## src/rtl/intArbPkg.sv

```systemverilog
package intArbPkg;

  typedef enum logic [1:0] {
    SRC_NONE = 2'b00,
    SRC_SWI  = 2'b01,
    SRC_TMR  = 2'b10,
    SRC_EXT  = 2'b11
  } srcCode_e;

  localparam int VEC_W = 3;

  // control -> datapath strobes
  typedef struct packed {
    logic enter;
    logic ackExt;
    logic ackTmr;
  } ctlStrobe_t;

  // datapath -> control state
  typedef struct packed {
    logic extPend;
    logic tmrPend;
    logic mask;
  } pendState_t;

endpackage

```

## src/rtl/intArbPending.sv

```systemverilog
module intArbPending
  import intArbPkg::*;
#(
  parameter int SYNC_STAGES = 2
) (
  input  logic       clk,
  input  logic       rst,
  input  logic       extReqN,
  input  logic       tmrPulse,
  input  logic       rtiStrobe,
  input  logic       stackedMask,
  input  logic       maskLoad,
  input  logic       maskLoadVal,
  input  ctlStrobe_t strobe,
  output pendState_t state
);

  localparam int TOP = SYNC_STAGES - 1;

  logic [TOP:0] syncQ;
  logic         lastQ;
  logic         extFell;
  logic         extPendQ;
  logic         tmrPendQ;
  logic         maskQ;

  // synchronizer chain plus one delay for edge detection
  always_ff @(posedge clk) begin
    if (rst) begin
      syncQ <= '1;
      lastQ <= 1'b1;
    end else begin
      syncQ <= {syncQ[TOP-1:0], extReqN};
      lastQ <= syncQ[TOP];
    end
  end

  assign extFell = lastQ & ~syncQ[TOP];

  // pending records: a new set beats a same-cycle clear
  always_ff @(posedge clk) begin
    if (rst) begin
      extPendQ <= 1'b0;
      tmrPendQ <= 1'b0;
    end else begin
      extPendQ <= extFell  | (extPendQ & ~strobe.ackExt);
      tmrPendQ <= tmrPulse | (tmrPendQ & ~strobe.ackTmr);
    end
  end

  // mask: reset/entry set, then return restore, then instruction write
  always_ff @(posedge clk) begin
    if (rst)               maskQ <= 1'b1;
    else if (strobe.enter) maskQ <= 1'b1;
    else if (rtiStrobe)    maskQ <= stackedMask;
    else if (maskLoad)     maskQ <= maskLoadVal;
  end

  assign state.extPend = extPendQ;
  assign state.tmrPend = tmrPendQ;
  assign state.mask    = maskQ;

  // entry leaves the mask set
  a_r7_entry_sets_mask: assert property (@(posedge clk) disable iff (rst)
    strobe.enter |=> maskQ);

  // hardware acknowledge only while unmasked
  a_r4_ack_needs_open_mask: assert property (@(posedge clk) disable iff (rst)
    (strobe.ackExt || strobe.ackTmr) |-> !maskQ);

  // one hardware source per boundary
  a_r6_single_ack: assert property (@(posedge clk) disable iff (rst)
    !(strobe.ackExt && strobe.ackTmr));

  // a timer pulse always leaves the record set
  a_r3_pulse_pends: assert property (@(posedge clk) disable iff (rst)
    tmrPulse |=> tmrPendQ);

  // external acknowledge only for a pending record
  a_r2_ack_when_pending: assert property (@(posedge clk) disable iff (rst)
    strobe.ackExt |-> extPendQ);

endmodule

```

## src/rtl/intArbControl.sv

```systemverilog
module intArbControl
  import intArbPkg::*;
(
  input  logic             clk,
  input  logic             rst,
  input  logic             instrEnd,
  input  logic             swiDecode,
  input  pendState_t       state,
  output ctlStrobe_t       strobe,
  output logic             takeInt,
  output logic [1:0]       srcCode,
  output logic [VEC_W-1:0] vecSel,
  output logic             fetchNext
);

  srcCode_e sel;

  always_comb begin
    sel = SRC_NONE;
    if (instrEnd) begin
      if (!state.mask && state.extPend)      sel = SRC_EXT;
      else if (!state.mask && state.tmrPend) sel = SRC_TMR;
      else if (swiDecode)                    sel = SRC_SWI;
    end
  end

  assign takeInt   = (sel != SRC_NONE);
  assign fetchNext = instrEnd & ~takeInt;
  assign srcCode   = sel;

  for (genvar i = 0; i < VEC_W; i++) begin : g_vec
    assign vecSel[i] = (sel == srcCode_e'(2'(i + 1)));
  end

  assign strobe.enter  = takeInt;
  assign strobe.ackExt = (sel == SRC_EXT);
  assign strobe.ackTmr = (sel == SRC_TMR);

  // decisions only at a boundary
  a_r5_boundary_only: assert property (@(posedge clk) disable iff (rst)
    !instrEnd |-> (!takeInt && !fetchNext));

  // vector select never has two bits
  a_r11_vec_onehot: assert property (@(posedge clk) disable iff (rst)
    $onehot0(vecSel));

  // software taken only when no eligible hardware request
  a_r8_swi_rank: assert property (@(posedge clk) disable iff (rst)
    (srcCode == SRC_SWI) |-> (state.mask || (!state.extPend && !state.tmrPend)));

endmodule

```

## src/rtl/intArbiter.sv

```systemverilog
module intArbiter
  import intArbPkg::*;
#(
  parameter int SYNC_STAGES = 2
) (
  input  logic       clk,
  input  logic       rst,
  input  logic       extReqN,
  input  logic       tmrPulse,
  input  logic       instrEnd,
  input  logic       swiDecode,
  input  logic       rtiStrobe,
  input  logic       stackedMask,
  input  logic       maskLoad,
  input  logic       maskLoadVal,
  output logic       takeInt,
  output logic [1:0] srcCode,
  output logic [2:0] vecSel,
  output logic       setMask,
  output logic       ackExt,
  output logic       ackTmr,
  output logic       fetchNext,
  output logic       maskOut
);

  ctlStrobe_t strobe;
  pendState_t state;

  intArbPending #(.SYNC_STAGES(SYNC_STAGES)) i_pend (
    .clk         (clk),
    .rst         (rst),
    .extReqN     (extReqN),
    .tmrPulse    (tmrPulse),
    .rtiStrobe   (rtiStrobe),
    .stackedMask (stackedMask),
    .maskLoad    (maskLoad),
    .maskLoadVal (maskLoadVal),
    .strobe      (strobe),
    .state       (state)
  );

  intArbControl i_ctl (
    .clk       (clk),
    .rst       (rst),
    .instrEnd  (instrEnd),
    .swiDecode (swiDecode),
    .state     (state),
    .strobe    (strobe),
    .takeInt   (takeInt),
    .srcCode   (srcCode),
    .vecSel    (vecSel),
    .fetchNext (fetchNext)
  );

  assign setMask = strobe.enter;
  assign ackExt  = strobe.ackExt;
  assign ackTmr  = strobe.ackTmr;
  assign maskOut = state.mask;

  // reset leaves the mask set
  a_r1_reset_mask: assert property (@(posedge clk)
    rst |=> maskOut);

endmodule

```

## config.mk

```make
export PLATFORM = sky130hd
export DESIGN_NAME = intArbiter
export DESIGN_NICKNAME = d
export VERILOG_FILES = /design/src/rtl/intArbPkg.sv /design/src/rtl/intArbPending.sv /design/src/rtl/intArbControl.sv /design/src/rtl/intArbiter.sv
export SDC_FILE = /design/constraint.sdc
export NUM_CORES = 1
export LEC_CHECK = 0
export ABC_AREA = 0
export BUFFER_PORTS_ARGS = -buffer_cell sky130_fd_sc_hd__buf_2
export CAP_MARGIN = 20
export CORE_AREA = 2 2 39 41
export DETAILED_ROUTE_END_ITERATION = 16
export DIE_AREA = 0 0 41 43
export GPL_ROUTABILITY_DRIVEN = 0
export PLACE_DENSITY = 0.46
export REMOVE_ABC_BUFFERS = 1
export SYNTH_ARGS = -nofsm -noshare
export SYNTH_HDL_FRONTEND = slang
export SYNTH_SLANG_ARGS = --single-unit
```

## constraint.sdc

```tcl
create_clock -name clk -period 3.25 [get_ports clk]
set_clock_uncertainty 0.15 [all_clocks]
set_input_delay 0.325 -clock clk [delete_from_list [all_inputs] [get_ports clk]]
set_output_delay 0.325 -clock clk [all_outputs]
set_load 0.05 [all_outputs]
```

# --- After elaboration in Yosys (flattened, before gate mapping) ---
# Index checks and enable logic that the tools add are counted.
op_classes:
  n_reduce_logical: 6
  eq_ne: 3
  bitwise_logic: 10
  muxes: 6
op_table:
  columns: ["cell", "n"]
  rows:
  - ["2-bit 2-to-1 mux", 3]
  - ["1-bit bitwise AND", 4]
  - ["2-bit == test (second input constant)", 2]
  - ["1-bit inverter", 4]
  - ["2-bit nonzero test", 2]
  - ["1-bit 2-to-1 mux", 3]
  - ["2-bit by 1-bit == test with 1-bit output (second input constant)", 1]
  - ["1-bit logical AND", 2]
  - ["1-bit bitwise OR", 2]
  - ["2-bit OR reduction", 1]
  - ["1-bit zero test", 1]
word_totals:
  reg_bits: 6
  output_inout_bits: 11
  wordCells: 30

# --- Logic depth before layout (Yosys ltp) ---
depth:
  word_depth: 9
  ltp_mapped: 3

# --- Modules after synthesis ---
# Synthesis repeated with hierarchy kept, for this count alone.
hier_totals:
  hier_cells: 36
  hier_area_um2: 331.6
modules_own_cells:
  columns: ["module", "cells_each", "instances", "area_each_um2", "seq_area_each_um2"]
  rows:
  - ["intArbPending", 22, 1, 224.0, 120.1]
  - ["intArbControl", 14, 1, 107.6, 0.0]

# --- Worst setup path after synthesis ---
# No wires, ideal clock.
synth_timing:
  path_type: "flip-flop to output port"
  from: "register i_pend.maskQ"
  to: "output port vecSel[1]"
  stages_incl_launch_ff: 4
  slack_ns: 0.532
  t_required_ns: 2.775
  arrival_time_ns: 2.243
  cell_sequence: "dfxtp_1 nand2b_1 nor3_1 buf_4"
synth_via:
  elab_chain_cells: 6
  word_cells_on_any_way: 7
  classes_between: "eq/ne: 1; mux: 3; reduce/logical: 3"
synth_rtl:
  columns: ["element", "line", "rtl"]
  rows:
  - ["from (decl)", "intArbPending.sv:25", "logic maskQ;"]
  - ["from (signal assigned)", "intArbPending.sv:55", "else if (rtiStrobe) maskQ <= stackedMask;"]
  - ["from (signal assigned)", "intArbPending.sv:56", "else if (maskLoad) maskQ <= maskLoadVal;"]
  - ["1-bit zero test (*)", "intArbControl.sv:21, intArbControl.sv:22", null]
  - ["1-bit logical AND", "intArbControl.sv:22", "else if (!state.mask && state.tmrPend) sel = SRC_TMR;"]
  - ["2-bit 2-to-1 mux", "intArbControl.sv:22", null]
  - ["2-bit 2-to-1 mux (*)", "intArbControl.sv:21", "if (!state.mask && state.extPend) sel = SRC_EXT;"]
  - ["2-bit 2-to-1 mux (*)", "intArbControl.sv:20", "if (instrEnd) begin"]
  - ["2-bit == test (*)", null, null]
  - ["to (decl)", "intArbiter.sv:18", "output logic [2:0] vecSel,"]
# Mark *: on every way between the ends. The rest lies on a longest branch, timed or not.

# --- Worst setup path after layout ---
layout_timing:
  from: "register i_pend.maskQ"
  to: "output port vecSel[0]"
layout_via:
  elab_chain_cells: 6
  word_cells_on_any_way: 7
  classes_between: "eq/ne: 1; mux: 3; reduce/logical: 3"
layout_rtl:
  columns: ["element", "line", "rtl"]
  rows:
  - ["1-bit zero test (*)", "intArbControl.sv:21, intArbControl.sv:22", null]
  - ["1-bit logical AND", "intArbControl.sv:22", null]
  - ["2-bit 2-to-1 mux", "intArbControl.sv:22", null]
  - ["2-bit 2-to-1 mux (*)", "intArbControl.sv:21", null]
  - ["2-bit 2-to-1 mux (*)", "intArbControl.sv:20", null]
  - ["2-bit by 1-bit == test with 1-bit output (*)", "intArbControl.sv:32", "assign vecSel[i] = (sel == srcCode_e'(2'(i + 1)));"]
# Marks and branches as above.

==> flow_summary.yaml <==
synthesis:
  yosysSeqAreaShare_pct: 41.0
  syn_area_um2: 293
  syn_avg_cell_area_um2: 8.37
  synth_warnings: 0
  synth_cell_type_count: 15
  ys_ff_latch: 6
  synthCells: 35
hold_path:
  hold_path_startpoint: "extReqN"
  worst_hold_path_type: "primary input to flip-flop"
  hold_end: "i_pend.syncQ[0]$_SDFF_PP1_"
  min_path_cells: 2
floorplanning:
  fp.dieH_um: 43
  die_w_um: 41
  rows: 14
  start_util_pct: 21.2
  io_pins: 21
  die_area_um2: 1760
  design.core.area_um2: 1380
timing:
  setup_viol: 0
  fin_crit_sh_pct: 55.0
  setup_tns_ns: 0
  setup_slack_ns: 1.46
  fin_crit_ns: 1.79
  tightest_slew_ns: 0.249
  slew_viol_final: 0
  rsz0062_at_grt: "false"
  fin_hold_ws_ns: 0.120
  timing.fmax_mhz: 559
  hold_viol: 0
  slew_headroom_pct: 83.5
drt:
  firstDrtPassIters: 2
  ant_nets: 0
  drt_iter0_markers: 4
  drc: 0
  viasPerCell: 4.38
  wl_per_cell_um: 8.42
  drt-total-wl_um: 598
  num_vias: 311
final_layout:
  antenna_cells: 0
  drive_gt1_share_pct: 47.3
  area_delta_synth_final_pct: 41.0
  finalNetCount: 67
  final_area_um2: 413
clocking:
  cts_hold_buf: 0
  ctsResizeCount: 0
  root_buffer: "clkbuf_4"
  cts_made_buffers: 3
  tritoncts: "built"
  cts_setup_buffers: 0
  cts.clk_slew.worst_paths_ns: 0.04
  cts_sinks: 6
  cts.path.max_buffers: 2
  htree_levels: 1
  clk_latency_ns: 0.24
job:
  drv_cap: 0
power:
  power_density_nw_per_um2: 466
  leakagePower_nw: 0.219
  total_power_mw: 0.192
  irDropWorstVdd_uv: 243
placement:
  io_buffers: 20
  dpl_cell_area_um2: 390
  place_ws_ns: 1.70
  dp_hpwl_um: 487
worst_setup_path:
  r2r_end: "i_pend.maskQ$_SDFFE_PP1P_"
  reg2reg_depth: 3
  worstSetupStartpointType: "flip-flop"
  critPathMaxFanout: 6
  required_ns: 2.77
  end_kind: "output port"
  path_class: "flip-flop to output port"
  ff2ff_setup_slack_ns: 1.85
  regToRegStartpoint: "i_pend.maskQ$_SDFFE_PP1P_"
  arrival_ns: 1.31
global_route:
  grt_start_max_net_pins: 7
  antenna_found_initial: 0
  grt_pass1_vias: 263
  grt_usage_pct: 7.85
  grt_pass1_wl_um: 883
  gr-total-overflow: 0
outcome:
  outcome: "complete, no violations"
[critical path: stages, from the launching register on]
cell and delay, ns:
dfxtp_1 0.37, o21ba_1 0.20, a211oi_1 0.21, buf_2 0.29
[layout make-up]
class / count / area, um2
fillers: 157 / 971
multi-input cells: 22 / 135
flip-flops and latches: 6 / 120
repair buffers: 20 / 100
clock buffers: 3 / 22.5
well taps: 16 / 20.0
inverters: 4 / 15.0
[worst max-delay path by stage]
stage                         startpoint        end  depth (start not counted)
2_1_floorplan  i_pend.maskQ$_SDFFE_PP1P_     ackTmr                          2
4_1_cts        i_pend.maskQ$_SDFFE_PP1P_  vecSel[0]                          3
3_3_place_gp   i_pend.maskQ$_SDFFE_PP1P_  vecSel[0]                          3
3_5_place_dp   i_pend.maskQ$_SDFFE_PP1P_  vecSel[0]                          3
5_1_grt        i_pend.maskQ$_SDFFE_PP1P_  vecSel[0]                          3
6_report       i_pend.maskQ$_SDFFE_PP1P_  vecSel[0]                          3
[cells by family after synthesis]
family,Yosys count,synth area share (%)
buf+inv,7,12.8
mux,1,3.42
compound gates,10,22.7
flops,6,41.0
simple gates,11,20.1
[flip-flops by register name, indices dropped and copies added (netlist names)]
signal           count
i_pend.extPendQ      1
i_pend.lastQ         1
i_pend.maskQ         1
i_pend.syncQ         2
i_pend.tmrPendQ      1
[report_power, final]
group          internal (mW)  switching, mW  total [mW]  leakage, nW
registers             0.0779        0.00276      0.0806       0.0497
clock network         0.0416         0.0241      0.0657       0.0138
logic                 0.0143         0.0319      0.0462        0.156
[metal layers]
metal	global-route usage, %	wire length (um)	share of wire [%]	vias up
li1	-	-	-	157
met5	0	0	0	-
met3	6.28	66	11	0
met2	11.9	265	44	17
met1	7.12	265	44	137
met4	4.00	0	0	0
[layout by cell type, fill, tap and decap left out, drive strengths merged]
cell and instances:
buf 20, nor2b 1, or2 3, nor2 3, a211oi 1, o21a 1, dfxtp 6, clkbuf 3
inv 4, a2111o 1, mux2i 1, o21ai 2, nor3 2, a21oi 4, nand2b 2, o21ba 1
[per-stage QoR]
stage          std cells  util (%)
3_3_place_gp          68      28.2
5_1_grt               71      29.8
4_1_cts               71      29.8
3_5_place_dp          68      28.2
6_report              71      29.8
2_1_floorplan         32         -
[Yosys cell counts]
master / count / area share, %
a2111o_1: 1 / 3.8
a211oi_1: 1 / 2.6
a21oi_1: 4 / 6.8
buf_4: 3 / 7.7
dfxtp_1: 6 / 41
inv_1: 4 / 5.1
mux2i_1: 1 / 3.4
nand2b_1: 2 / 4.3
nor2_1: 3 / 3.8
nor2b_1: 1 / 2.1
nor3_1: 2 / 3.4
o21a_1: 1 / 2.6
o21ai_0: 2 / 3.4
o21ba_1: 1 / 3.4
or2_2: 3 / 6.4
Power figures use the tool's default switching activity.
